### config.mk
export PLATFORM = sky130hd
export DESIGN_NAME = a429q_tx
export DESIGN_NICKNAME = d
export VERILOG_FILES = /design/src/rtl/a429q_pkg.sv /design/src/rtl/a429q_datapath.sv /design/src/rtl/a429q_ctrl.sv /design/src/rtl/a429q_tx.sv
export SDC_FILE = /design/constraint.sdc
export NUM_CORES = 1
export LEC_CHECK = 0
export BUFFER_PORTS_ARGS = -buffer_cell sky130_fd_sc_hd__buf_2
export CORE_MARGIN = 1.5
export CORE_UTILIZATION = 35
export CTS_BUF_LIST = sky130_fd_sc_hd__clkbuf_8
export CTS_CLUSTER_SIZE = 25
export DETAILED_ROUTE_END_ITERATION = 16
export HOLD_SLACK_MARGIN = 0.05
export PLACE_DENSITY_LB_ADDON = 0.25
export SLEW_MARGIN = 25
export SYNTH_ARGS = -nofsm -noshare
export SYNTH_HDL_FRONTEND = slang
export SYNTH_SLANG_ARGS = --single-unit
### constraint.sdc
create_clock -name clk -period 4.3 [get_ports clk]
set_input_delay 0.215 -clock clk [delete_from_list [all_inputs] [get_ports clk]]
set_output_delay 0.215 -clock clk [all_outputs]
set_load 0.02 [all_outputs]
### src/rtl/a429q_pkg.sv
package a429q_pkg;
  typedef enum logic [1:0] {
    SEQ_IDLE = 2'd0,
    SEQ_BITS = 2'd1,
    SEQ_GAP  = 2'd2
  } seqState_t;

  // strobes from control to datapath
  typedef struct packed {
    logic latchLow;   // capture lower half
    logic pushWord;   // write completed word at wrPtr
    logic loadShift;  // load head word into serializer
    logic shiftBit;   // advance serializer by one bit
    logic driveLine;  // first half of a bit: put current bit on the line
  } txStrobe_t;
endpackage

### src/rtl/a429q_datapath.sv
module a429q_datapath
  import a429q_pkg::*;
#(
  parameter int DEPTH = 16,
  localparam int PTR_W = $clog2(DEPTH)
) (
  input  logic             clk,
  input  logic             rstN,
  input  logic [15:0]      hostData,
  input  logic             parityEven,
  input  txStrobe_t        strobe,
  input  logic [PTR_W-1:0] wrPtr,
  input  logic [PTR_W-1:0] rdPtr,
  output logic             lineHi,
  output logic             lineLo
);
  logic [15:0] lowHalf;
  logic [31:0] store [DEPTH];
  logic [31:0] shiftReg;

  // reorder into serial order: label MSB first, then bits 8..30, parity last
  function automatic logic [31:0] serialOrder(input logic [31:0] w, input logic evenPar);
    logic [31:0] r;
    for (int k = 0; k < 8; k++) r[k] = w[7-k];
    r[30:8] = w[30:8];
    r[31]   = evenPar ? (^w[30:0]) : ~(^w[30:0]);
    return r;
  endfunction

  always_ff @(posedge clk) begin
    if (!rstN) lowHalf <= '0;
    else if (strobe.latchLow) lowHalf <= hostData;
  end

  always_ff @(posedge clk) begin
    if (strobe.pushWord) store[wrPtr] <= {hostData, lowHalf};
  end

  always_ff @(posedge clk) begin
    if (!rstN) shiftReg <= '0;
    else if (strobe.loadShift) shiftReg <= serialOrder(store[rdPtr], parityEven);
    else if (strobe.shiftBit) shiftReg <= {1'b0, shiftReg[31:1]};
  end

  assign lineHi = strobe.driveLine & shiftReg[0];
  assign lineLo = strobe.driveLine & ~shiftReg[0];

  // a loaded word puts a level on the line on the very next cycle
  AST_LOAD_DRIVES: assert property (@(posedge clk) disable iff (!rstN)
    strobe.loadShift |=> (lineHi || lineLo));
endmodule

### src/rtl/a429q_ctrl.sv
module a429q_ctrl
  import a429q_pkg::*;
#(
  parameter int DEPTH     = 16,
  parameter int HALF_FAST = 4,
  parameter int SLOW_MULT = 8,
  parameter int GAP_BITS  = 4,
  parameter int WORD_BITS = 32,
  localparam int PTR_W    = $clog2(DEPTH)
) (
  input  logic             clk,
  input  logic             rstN,
  input  logic             loadLow,
  input  logic             loadHigh,
  input  logic             txEnable,
  input  logic             rateSlow,
  output logic             fifoEmpty,
  output logic             fifoFull,
  output logic [PTR_W-1:0] wrPtr,
  output logic [PTR_W-1:0] rdPtr,
  output txStrobe_t        strobe
);
  localparam int CNT_W     = $clog2(DEPTH + 1);
  localparam int HALF_SLOW = HALF_FAST * SLOW_MULT;
  localparam int PH_W      = $clog2(HALF_SLOW);
  localparam int BIT_W     = $clog2(WORD_BITS);
  localparam int GAP_HALVES = 2 * GAP_BITS;
  localparam int GH_W      = $clog2(GAP_HALVES);

  seqState_t        stateQ;
  logic [CNT_W-1:0] count;
  logic [PH_W-1:0]  phaseCnt;
  logic             halfSel;
  logic [BIT_W-1:0] bitIdx;
  logic [GH_W-1:0]  gapHalf;
  logic             slowQ;
  logic             accept, startWord, halfEnd;

  function automatic logic [PTR_W-1:0] bump(input logic [PTR_W-1:0] p);
    return (p == PTR_W'(DEPTH - 1)) ? '0 : p + 1'b1;
  endfunction

  assign fifoEmpty = (count == '0);
  assign fifoFull  = (count == CNT_W'(DEPTH));
  assign accept    = loadHigh && !fifoFull;
  assign startWord = (stateQ == SEQ_IDLE) && txEnable && !fifoEmpty;
  assign halfEnd   = phaseCnt == (slowQ ? PH_W'(HALF_SLOW - 1) : PH_W'(HALF_FAST - 1));

  always_comb begin
    strobe.latchLow  = loadLow && !fifoFull;
    strobe.pushWord  = accept;
    strobe.loadShift = startWord;
    strobe.shiftBit  = (stateQ == SEQ_BITS) && halfEnd && halfSel;
    strobe.driveLine = (stateQ == SEQ_BITS) && !halfSel;
  end

  // queue bookkeeping
  always_ff @(posedge clk) begin
    if (!rstN) begin
      count <= '0;
      wrPtr <= '0;
      rdPtr <= '0;
    end else begin
      count <= count + CNT_W'(accept) - CNT_W'(startWord);
      if (accept)    wrPtr <= bump(wrPtr);
      if (startWord) rdPtr <= bump(rdPtr);
    end
  end

  // bit sequencer
  always_ff @(posedge clk) begin
    if (!rstN) begin
      stateQ   <= SEQ_IDLE;
      phaseCnt <= '0;
      halfSel  <= 1'b0;
      bitIdx   <= '0;
      gapHalf  <= '0;
      slowQ    <= 1'b0;
    end else begin
      unique case (stateQ)
        SEQ_IDLE: begin
          if (startWord) begin
            stateQ   <= SEQ_BITS;
            phaseCnt <= '0;
            halfSel  <= 1'b0;
            bitIdx   <= '0;
            slowQ    <= rateSlow;
          end
        end
        SEQ_BITS: begin
          if (halfEnd) begin
            phaseCnt <= '0;
            halfSel  <= ~halfSel;
            if (halfSel) begin
              bitIdx <= bitIdx + 1'b1;
              if (bitIdx == BIT_W'(WORD_BITS - 1)) begin
                stateQ  <= SEQ_GAP;
                gapHalf <= '0;
              end
            end
          end else begin
            phaseCnt <= phaseCnt + 1'b1;
          end
        end
        SEQ_GAP: begin
          if (halfEnd) begin
            phaseCnt <= '0;
            gapHalf  <= gapHalf + 1'b1;
            if (gapHalf == GH_W'(GAP_HALVES - 1)) stateQ <= SEQ_IDLE;
          end else begin
            phaseCnt <= phaseCnt + 1'b1;
          end
        end
        default: stateQ <= SEQ_IDLE;
      endcase
    end
  end

  AST_NO_OVERFLOW: assert property (@(posedge clk) disable iff (!rstN)
    count <= CNT_W'(DEPTH));
  AST_FULL_HOLDS: assert property (@(posedge clk) disable iff (!rstN)
    (fifoFull && !startWord) |=> fifoFull);
  AST_NO_START_DISABLED: assert property (@(posedge clk) disable iff (!rstN)
    (stateQ == SEQ_IDLE && !txEnable) |=> (stateQ != SEQ_BITS));
  AST_RATE_HELD: assert property (@(posedge clk) disable iff (!rstN)
    (stateQ == SEQ_BITS && $past(stateQ) == SEQ_BITS) |-> $stable(slowQ));
  AST_GAP_AFTER_WORD: assert property (@(posedge clk) disable iff (!rstN)
    (stateQ == SEQ_BITS) |=> (stateQ != SEQ_IDLE));
endmodule

### src/rtl/a429q_tx.sv
module a429q_tx
  import a429q_pkg::*;
#(
  parameter int DEPTH     = 16,
  parameter int HALF_FAST = 4,
  parameter int SLOW_MULT = 8,
  parameter int GAP_BITS  = 4
) (
  input  logic        clk,
  input  logic        rstN,
  input  logic [15:0] hostData,
  input  logic        loadLow,
  input  logic        loadHigh,
  input  logic        txEnable,
  input  logic        parityEven,
  input  logic        rateSlow,
  output logic        lineHi,
  output logic        lineLo,
  output logic        fifoEmpty,
  output logic        fifoFull
);
  localparam int PTR_W = $clog2(DEPTH);

  txStrobe_t        strobe;
  logic [PTR_W-1:0] wrPtr, rdPtr;

  a429q_ctrl #(
    .DEPTH(DEPTH), .HALF_FAST(HALF_FAST), .SLOW_MULT(SLOW_MULT),
    .GAP_BITS(GAP_BITS), .WORD_BITS(32)
  ) u_ctrl (
    .clk(clk), .rstN(rstN), .loadLow(loadLow), .loadHigh(loadHigh),
    .txEnable(txEnable), .rateSlow(rateSlow), .fifoEmpty(fifoEmpty),
    .fifoFull(fifoFull), .wrPtr(wrPtr), .rdPtr(rdPtr), .strobe(strobe)
  );

  a429q_datapath #(.DEPTH(DEPTH)) u_data (
    .clk(clk), .rstN(rstN), .hostData(hostData), .parityEven(parityEven),
    .strobe(strobe), .wrPtr(wrPtr), .rdPtr(rdPtr),
    .lineHi(lineHi), .lineLo(lineLo)
  );

  AST_NO_BOTH_LINES: assert property (@(posedge clk) disable iff (!rstN)
    !(lineHi && lineLo));
  AST_HALF_MIN_LEN: assert property (@(posedge clk) disable iff (!rstN)
    $rose(lineHi) |=> lineHi);
endmodule

==> metrics, run 1 <==
outcome finished clean; clk_lat worst skew 0.69 ns; worst hold margin 0.109 ns; Post-Synth Adder-Cell Area 0.0114; post-CTS sizing 0; antenna violations before repair 2; DRT antenna net count 0; clock share of power 0.316; post-synthesis sequential area ratio 0.728; number of remaining DRC errors 0; Remaining Overflow, GRT 0; hpwl dp 29400 µm; Worst setup SP type flip-flop; final core occ 0.409; switching share of power 0.291; critical path peak fanout 25; vias in the first global route 12400; leakage power 9.12 nW; core area 64200 µm²; Mapped Area 22700 µm²; Gate power share 0.236; Async S/R FF share, synth 0; CTS H-tree lvls 3; TritonRoute pass-1 iters 5; Top Ports 27; compound-gate portion of the synthesized area 0.0478; worst clock skew 0.0309 ns; TritonCTS clock tree built; die width 258 µm; Vias/cell 5.18; P_sw 4.42 mW; Worst Path Class, Setup reg2reg; Starting Density 0.353; Cell Pwr Density 578 nW/µm²; main combinational cell family by area after synthesis multiplexers; CTS Sinks 578; Layout Nets 1386; root buf cell clkbuf_8; wirelength, routed 55900 µm; HP Class in2reg; Max IR drop VDD 0.330 mV; mux contribution to synthesized area 0.139; Mapped Cells 1231; initial detailed-routing violation count 969; DR WL/cell 24.5 µm; final slew viol count 0; max-slew headroom at the worst pin 0.313; Fill cells 5766; die area 66400 µm²; PortBufs 26; CP required 4.85 ns; most frequent cells in the layout edfxtp_1, mux4_2, nand2_1; Top FF cell, synth edfxtp_1; syn_nets 1274; Avg Synthesized Cell Area 18.4 µm²; total number of vias 11800; final worst-path cycle share 0.765; Post-Synth XOR/XNOR Area 0.0170; slew of the pin with the lowest slew margin 1.03 ns; HP Start txEnable; gpl congestion 0.728; pin count of the biggest net entering global routing 70; Setup TNS Final 0 ns; share of layout cells above drive strength 1 0.245; most common cell after layout, fill and taps aside edfxtp_1; Die Y 258 µm; critical path data arrival time 3.84 ns; total CTS buffers 96; Design Power 15.2 mW; first-pass GRT wire length 82400 µm; simple-gate share of the synthesized area 0.0396; yosys warns 0; Int Power 10.8 mW; library cells used by synthesis 40; clock period minus worst slack 3.29 ns; CP Capture Type flip-flop; RSZ-0062 raised after global routing no; Post-synth EDFFs 496; Synth Register Bits 578; row cnt 93; Flop pwr share 0.448; area grow syn2layout 15.8%; Longest Clk Path Bufs 3; f_max 304 MHz; Final Hold Vio Count 0; CTS clk-pin slew, worst paths 0.06 ns; Max Cap Violations 0; Tot GR Track Use 0.171; final setup violation count 0
-- sequential cells by signal (all words and copies together), names as in the netlist, named ones only --
name,count
u_ctrl.rdPtr,4
u_data.store,496
u_ctrl.count,5
u_ctrl.slowQ,1
u_ctrl.wrPtr,4
u_ctrl.gapHalf,3
u_ctrl.bitIdx,5
u_ctrl.stateQ,2
u_ctrl.halfSel,1
u_data.lowHalf,16
u_data.shiftReg,32
u_ctrl.phaseCnt,5
-- cells by family (layout without fill, tap and decap cells) --
group	Yosys count	in the layout
DFF	578	578
AOI/OAI and AO/OA	141	141
adders and majority gates	20	20
muxes	160	160
xor gates and xnor gates	44	44
buffers and inverters	83	277
and+or+nand+nor	205	205
other	0	1
-- Yosys cell counts, types with 6 or more instances --
library cell	count	area share
edfxtp_1	496	0.66
mux4_2	124	0.12
nand2_1	122	0.020
dfxtp_1	82	0.072
a22oi_1	64	0.021
clkbuf_1	40	0.0066
mux2i_1	35	0.015
xnor2_1	34	0.013
o211a_1	31	0.014
nor2_1	30	0.0050
a21boi_0	20	0.0066
ha_1	19	0.010
and2_1	15	0.0041
inv_1	15	0.0025
buf_2	13	0.0029
nor2b_1	13	0.0036
o21ai_0	11	0.0024
xor2_1	10	0.0039
a21oi_1	7	0.0015
buf_6	7	0.0035
buf_1	6	0.00099
nand4_1	6	0.0017
-- worst paths after layout --
| path | to | slack (ns) | cells past startpoint |
|---|---|---|---|
| setup reg to reg | u_data.shiftReg[31] | 1.01 | 11 |
| setup / recovery | u_data.shiftReg[31] | 1.01 | 11 |
| hold reg to reg | u_data.shiftReg[31] | 0.49 | 2 |
| hold / removal | u_ctrl.count[0] | 0.11 | 6 |
-- per-layer routing --
layer	share of wire	routed length [µm]	GRT usage	vias to the layer above
li1	-	-	-	5133
met1	0.45	24900	0.235	6237
met2	0.48	26600	0.271	354
met3	0.056	3120	0.0355	94
met4	0.024	1330	0.0556	0
met5	0	0	0	-
-- layout make-up --
type	instances	area (µm²)	share of cell area
repair buffers	82	761	0.0289
diodes	1	2.50	0.0000952
clock inverters	64	338	0.0128
flip-flops and latches	578	16500	0.629
multi-input cells	570	5930	0.225
clock buffers	116	1600	0.0607
inverters	15	56.3	0.00214
well taps	855	1070	0.0407
-- power by group through the flow --
stage               Combinational (mW)  Sequential [mW]  Clock, mW
finish                            3.59             6.81       4.80
global route                      3.95             6.85       5.15
CTS                               3.66             6.81       4.92
detailed placement                3.63             6.93          0
global placement                  3.60             6.90          0
floorplan                         2.81             6.75          0
-- stage by stage --
| step | std cells | cell area (µm²) | worst slack (ns) |
|---|---|---|---|
| 2_1_floorplan | 1231 | 22700 | 0.431 |
| 3_3_place_gp | 2081 | 24200 | 0.942 |
| 3_5_place_dp | 2081 | 24200 | 0.962 |
| 4_1_cts | 2280 | 26300 | 0.928 |
| 5_1_grt | 2281 | 26300 | 0.805 |
| 6_report | 2281 | 26300 | 1.01 |
-- repair_timing --
action / in CTS / in global routing
hold buffers: 19 / 0
hold endpoints to repair: 260 / 0
setup buffers: 0 / 0
-- critical path, stage by stage (launching register included) --
cell	delay, ns
dfxtp_4	0.54
buf_12	0.29
buf_12	0.22
mux4_2	0.51
a22oi_1	0.22
nand2_1	0.16
xnor2_1	0.32
xnor2_1	0.18
xnor2_1	0.10
xnor2_1	0.34
xnor2_1	0.17
o21ai_1	0.09
No activity file was read; power rests on OpenSTA's default activity.
==> inputs of run 2 (changes only) <==
- clock period: 4.3 -> 3.14 ns (I/O delays scaled with it)
==> run 2 against run 1 <==
Against the previous run:
- routed wire length down 1.2%
- combinational power rose by 43%
- cell count increased by 1.5%
- fmax is 13% higher
- clock power is 31% higher
- non-clock buffer count is 31 higher
- sequential share of layout area shrank 0.65 points
- clock skew hardly changed
- largest cell class unchanged
- highest routed layer unchanged
==> metrics, run 2 (synthesis results as in run 1) <==
post-place instance area 24500 µm² (+1.3%); Layout Nets 1419 (+2.4%); antenna violations before repair 1 (-1); die area 66400 µm² (unchanged); first-pass GRT wire length 82500 µm (+0.14%); CP max stage delay 0.50 ns (-0.04 ns); RR Endpoint u_data.shiftReg[31]; vias in the first global route 12500 (+0.62%); Worst setup SP type flip-flop; die width 258 µm (unchanged); placed insts 2109 (+1.3%); number of remaining DRC errors 0 (unchanged); CP required 3.72 ns (-1.13 ns); Fill cells 5782 (+0.28%); root buf cell clkbuf_8; total number of vias 11800 (-0.45%); DR WL/cell 23.8 µm (-2.7%); Starting Density 0.353 (unchanged); final worst-path cycle share 0.925 (+0.160); Die Y 258 µm (unchanged); Max IR drop VDD 0.473 mV (+43%); CP max stage cell mux4_2; HP Start hostData[15]; initial detailed-routing violation count 794 (-18%); setup bufs post-CTS 0 (unchanged); Remaining Overflow, GRT 0 (unchanged); Longest Clk Path Bufs 3 (unchanged); clock period minus worst slack 2.90 ns (-0.385 ns); most frequent cells in the layout edfxtp_1, mux4_2, nand2_1; row cnt 93 (unchanged); leakage power 9.27 nW (+1.6%); most common cell after layout, fill and taps aside edfxtp_1; area grow syn2layout 17.0%; max-slew headroom at the worst pin 0.546 (+0.233); f_max 344 MHz (+13%); Most common cell on crit path xnor2_1; Top Ports 27 (unchanged); Setup TNS Final 0 ns (unchanged); critical path data arrival time 3.48 ns (-0.36 ns); Final Hold Vio Count 0 (unchanged); Final Non-Filler Cells 2316 (+1.5%); hpwl dp 31500 µm (+7.2%); biggest regs u_data.store x496, u_data.shiftReg x32, u_data.lowHalf x16; gpl congestion 0.780 (+7.1%); CTS clk-pin slew, worst paths 0.06 ns (about the same); Max Cap Violations 0 (unchanged); r2r setup slk 0.24 ns (-0.77 ns); outcome finished clean; worst hold margin 0.331 ns (+0.222 ns); Final Cell Area 26600 µm² (+1.1%); pin count of the biggest net entering global routing 66 (-5.7%); DRT antenna net count 0 (unchanged); crit path to u_data.shiftReg[31]; RSZ-0062 raised after global routing no; CP Cell Sequence buf_12 -> buf_12 -> mux4_2 -> a22oi_1 -> nand2_1 -> xnor2_1 -> xnor2_1 -> xnor2_2 -> xnor2_1 -> xnor2_1 -> o21ai_1; Worst Path Class, Setup reg2reg; final setup violation count 0 (unchanged); Reg with most FFs u_data.store; TritonRoute pass-1 iters 5 (unchanged); CP Capture Type flip-flop; wirelength, routed 55200 µm (-1.2%); Tot GR Track Use 0.169 (-0.00145); PortBufs 26 (unchanged); Worst Reg-to-Reg Cells 11 (unchanged); slew of the pin with the lowest slew margin 0.681 ns (-0.347 ns); Largest register FFs 496 (unchanged); Vias/cell 5.08 (-2.0%); critical path peak fanout 17 (-32%); clk_lat worst skew 0.69 ns (about the same); total CTS buffers 98 (+2.1%); Cell Pwr Density 778 nW/µm² (+35%); TritonCTS clock tree built; core area 64200 µm² (unchanged); final slew viol count 0 (unchanged); Design Power 20.7 mW (+36%); share of layout cells above drive strength 1 0.248 (+0.00303); CTS Sinks 578 (unchanged); CTS H-tree lvls 3 (unchanged); HP Class in2reg; worst clock skew 0.0308 ns (-0.000117 ns)
-- run 2: cell count changes in the layout (fill, tap and decap cells not counted), moves of 3 or more --
cell	previous run	this run
buf_12	13	20
buf_4	24	45
clkbuf_8	116	110
clkinv_1	7	16
clkinv_2	14	5
dlygate4sd3_1	19	22
inv_1	52	63
inv_8	3	0
nor3_2	4	0
nor3_4	0	4
-- run 2: worst max-delay path, delay by kind of cell, from the launching register on --
family	cells	cell delay, ns
buffers and inverters	2	0.39
AOI/OAI and AO/OA	2	0.28
and+or+nand+nor	1	0.13
muxes	1	0.50
DFF	1	0.41
xor gates and xnor gates	5	1.05
-- run 2: worst min path at each step --
stage	to	slack, ns	cells after the start
final	u_data.lowHalf[15]	0.33	4
after global routing	u_data.lowHalf[15]	0.28	4
after CTS	u_data.lowHalf[15]	0.26	4
after detailed placement	u_ctrl.slowQ	0.44	3
after global placement	u_ctrl.slowQ	0.43	3
after floorplan	u_data.store[0][16]	0.26	0
-- run 2: report_power, final --
part	total, mW	switching (mW)	internal, mW
clock	6.29	3.00	3.29
sequential	9.25	0.356	8.89
combinational	5.13	2.64	2.49
total	20.7	6.00	14.7
-- run 2: layer usage --
metal,up-vias,wire length [µm],track usage
met5,-,0,0
met4,0,1000,0.0534
met3,64,2700,0.0309
met2,298,26800,0.276
met1,6199,24700,0.231
li1,5204,-,-
-- run 2: timing repair --
action	in CTS	in global routing
hold buffers	22	0
hold endpoints to repair	288	0
gates resized for setup	0	1
endpoints found under the setup margin	0	1
-- run 2: stage by stage --
step / setup WS (ns) / utilization
after floorplan: 0.0994 / -
after global placement: 0.158 / 0.381
after detailed placement: 0.185 / 0.381
after CTS: 0.179 / 0.413
after global routing: 0.0339 / 0.414
final: 0.237 / 0.414
-- run 2: cell type report --
cell class / instances / area, µm² / area share
flip-flops and latches: 578 / 16500 / 0.623
multi-input cells: 570 / 5960 / 0.224
clock buffers: 110 / 1510 / 0.0570
repair buffers: 113 / 1090 / 0.0410
well taps: 855 / 1070 / 0.0403
clock inverters: 74 / 337 / 0.0127
inverters: 15 / 56.3 / 0.00212
diodes: 1 / 2.50 / 0.0000942
==> inputs of run 3 (changes only) <==
- CELL_PAD_IN_SITES_DETAIL_PLACEMENT: default -> 2
- CELL_PAD_IN_SITES_GLOBAL_PLACEMENT: default -> 2
- CORE_MARGIN: 1.5 -> default
- RECOVER_POWER: default -> 100
==> run 3 against run 2 <==
Against the previous run:
- global-route usage is 2.7 points higher
- first-iteration DRC count is 20% higher
- setup slack worse by 0.072 ns
- routed wire length increased by 14%
- flip-flop and latch count unchanged
- critical path type unchanged
- critical endpoint unchanged
- largest power group unchanged
- highest routed layer unchanged
==> metrics, run 3 (synthesis results as in run 1) <==
outcome finished clean; pin count of the biggest net entering global routing 70 (+6.1%); die width 257 µm (-0.39%); CTS Sinks 578 (unchanged); hpwl dp 34600 µm (+9.8%); TritonRoute pass-1 iters 5 (unchanged); PortBufs 26 (unchanged); pre-CTS setup slack 0.133 ns (-0.0520 ns); DRT antenna net count 0 (unchanged); CP required 3.73 ns (about the same); critical path data arrival time 3.56 ns (+0.08 ns); Worst setup SP type flip-flop; Remaining Overflow, GRT 0 (unchanged); gpl congestion 0.715 (-8.2%); most common cell after layout, fill and taps aside edfxtp_1; area grow syn2layout 16.4%; Die Y 257 µm (-0.39%); number of remaining DRC errors 0 (unchanged); slew of the pin with the lowest slew margin 1.08 ns (+0.397 ns); RSZ-0062 raised after global routing no; biggest regs u_data.store x496, u_data.shiftReg x32, u_data.lowHalf x16; worst setup margin 0.164 ns (-0.0722 ns); worst hold endpoint u_ctrl.slowQ; row cnt 93 (unchanged); worst clock skew 0.0299 ns (-0.000877 ns); RR Endpoint u_data.shiftReg[31]; Starting Density 0.353 (unchanged); Cell Pwr Density 800 nW/µm² (+2.9%); core area 64200 µm² (unchanged); setup bufs post-CTS 0 (unchanged); clock period minus worst slack 2.98 ns (+0.0722 ns); CTS clk-pin slew, worst paths 0.06 ns (about the same); Reg with most FFs u_data.store; Worst Reg-to-Reg Cells 10 (-1); first-pass GRT wire length 93100 µm (+13%); HP Class in2reg; vias in the first global route 13300 (+6.4%); Final Cell Area 26400 µm² (-0.51%); Final Hold Vio Count 0 (unchanged); final worst-path cycle share 0.948 (+0.0230); CTS H-tree lvls 3 (unchanged); total CTS buffers 99 (+1.0%); Worst Path Class, Setup reg2reg; DR WL/cell 27.3 µm (+14%); Setup TNS Final 0 ns (unchanged); Tot GR Track Use 0.197 (+0.0272); Max IR drop VDD 0.405 mV (-14%); max-slew headroom at the worst pin 0.281 (-0.265); total number of vias 12100 (+2.5%); antenna diode count 0 (-1); leakage power 9.15 nW (-1.3%); post-place instance area 24500 µm² (+0.13%); final setup violation count 0 (unchanged); TritonCTS clock tree built; HP Start rateSlow; final slew viol count 0 (unchanged); Fill cells 6137 (+6.1%); CP Capture Type flip-flop; Top Ports 27 (unchanged); Longest Clk Path Bufs 3 (unchanged); root buf cell clkbuf_8; Max Cap Violations 0 (unchanged); most frequent cells in the layout edfxtp_1, mux4_2, nand2_1; share of layout cells above drive strength 1 0.233 (-0.0145); die area 65900 µm² (-0.77%); r2r setup slk 0.16 ns (-0.07 ns); Largest register FFs 496 (unchanged); wirelength, routed 62900 µm (+14%); clk_lat worst skew 0.71 ns (+0.02 ns); Vias/cell 5.23 (+2.9%); Layout Nets 1411 (-0.56%); critical path peak fanout 22 (+5); f_max 336 MHz (-2.4%); initial detailed-routing violation count 949 (+20%); antenna violations before repair 0 (-1); worst hold stages 4 (unchanged)
## run 3: metrics by stage
| step | cells | hold slack [ns] | total power, mW | utilization |
|---|---|---|---|---|
| after floorplan | 1231 | 0.256 | 13.1 | - |
| after CTS | 2307 | 0.228 | 21.6 | 0.416 |
| final | 2307 | 0.310 | 21.2 | 0.412 |
| after detailed placement | 2100 | 0.443 | 14.7 | 0.382 |
| after global placement | 2100 | 0.414 | 14.6 | 0.382 |
| after global routing | 2307 | 0.306 | 22.2 | 0.412 |
## run 3: cell type report
class,count,area [µm²],area share
Clock buffer,117,1610,0.0609
Clock inverter,68,358,0.0135
Inverter,15,56.3,0.00213
Multi-Input combinational cell,570,5910,0.224
Sequential cell,578,16500,0.626
Tap cell,855,1070,0.0405
Timing Repair Buffer,104,888,0.0336
## run 3: layer usage
metal | wire length (µm) | up-vias | global-route usage
met3 | 2460 | 117 | 0.0324
li1 | - | 5177 | -
met5 | 0 | - | 0
met4 | 1490 | 0 | 0.0580
met1 | 28200 | 6491 | 0.271
met2 | 30800 | 273 | 0.320
## run 3: how the worst max path moves through the flow
stage	from	to	slack, ns
finish	flip-flop	u_data.shiftReg[31]	0.16
global route	flip-flop	u_data.shiftReg[31]	0.02
CTS	flip-flop	u_data.shiftReg[31]	0.14
detailed placement	flip-flop	u_data.shiftReg[31]	0.13
global placement	flip-flop	u_data.shiftReg[31]	0.16
floorplan	u_ctrl.count[2]	u_data.store[15][0]	0.1
## run 3: where the power goes
part	switching, mW	leakage [nW]	internal (mW)
clock network	3.11	1.16	3.56
registers	0.382	5.21	8.90
logic	2.78	2.78	2.43
## run 3: worst max-delay path: stages (launching register included)
cell and delay [ns]:
dfxtp_4 0.47, buf_12 0.26, mux4_2 0.53, a22oi_1 0.25, nand2_1 0.17, xnor2_1 0.39, xnor2_1 0.16, xnor2_1 0.20
xnor2_1 0.16, xnor2_1 0.15, o21ai_1 0.10
## run 3: repair_timing
item	in CTS	in global routing
endpoints found under the setup margin	0	0
hold endpoints to repair	260	0
gates resized for setup	0	0
hold buffers	22	0
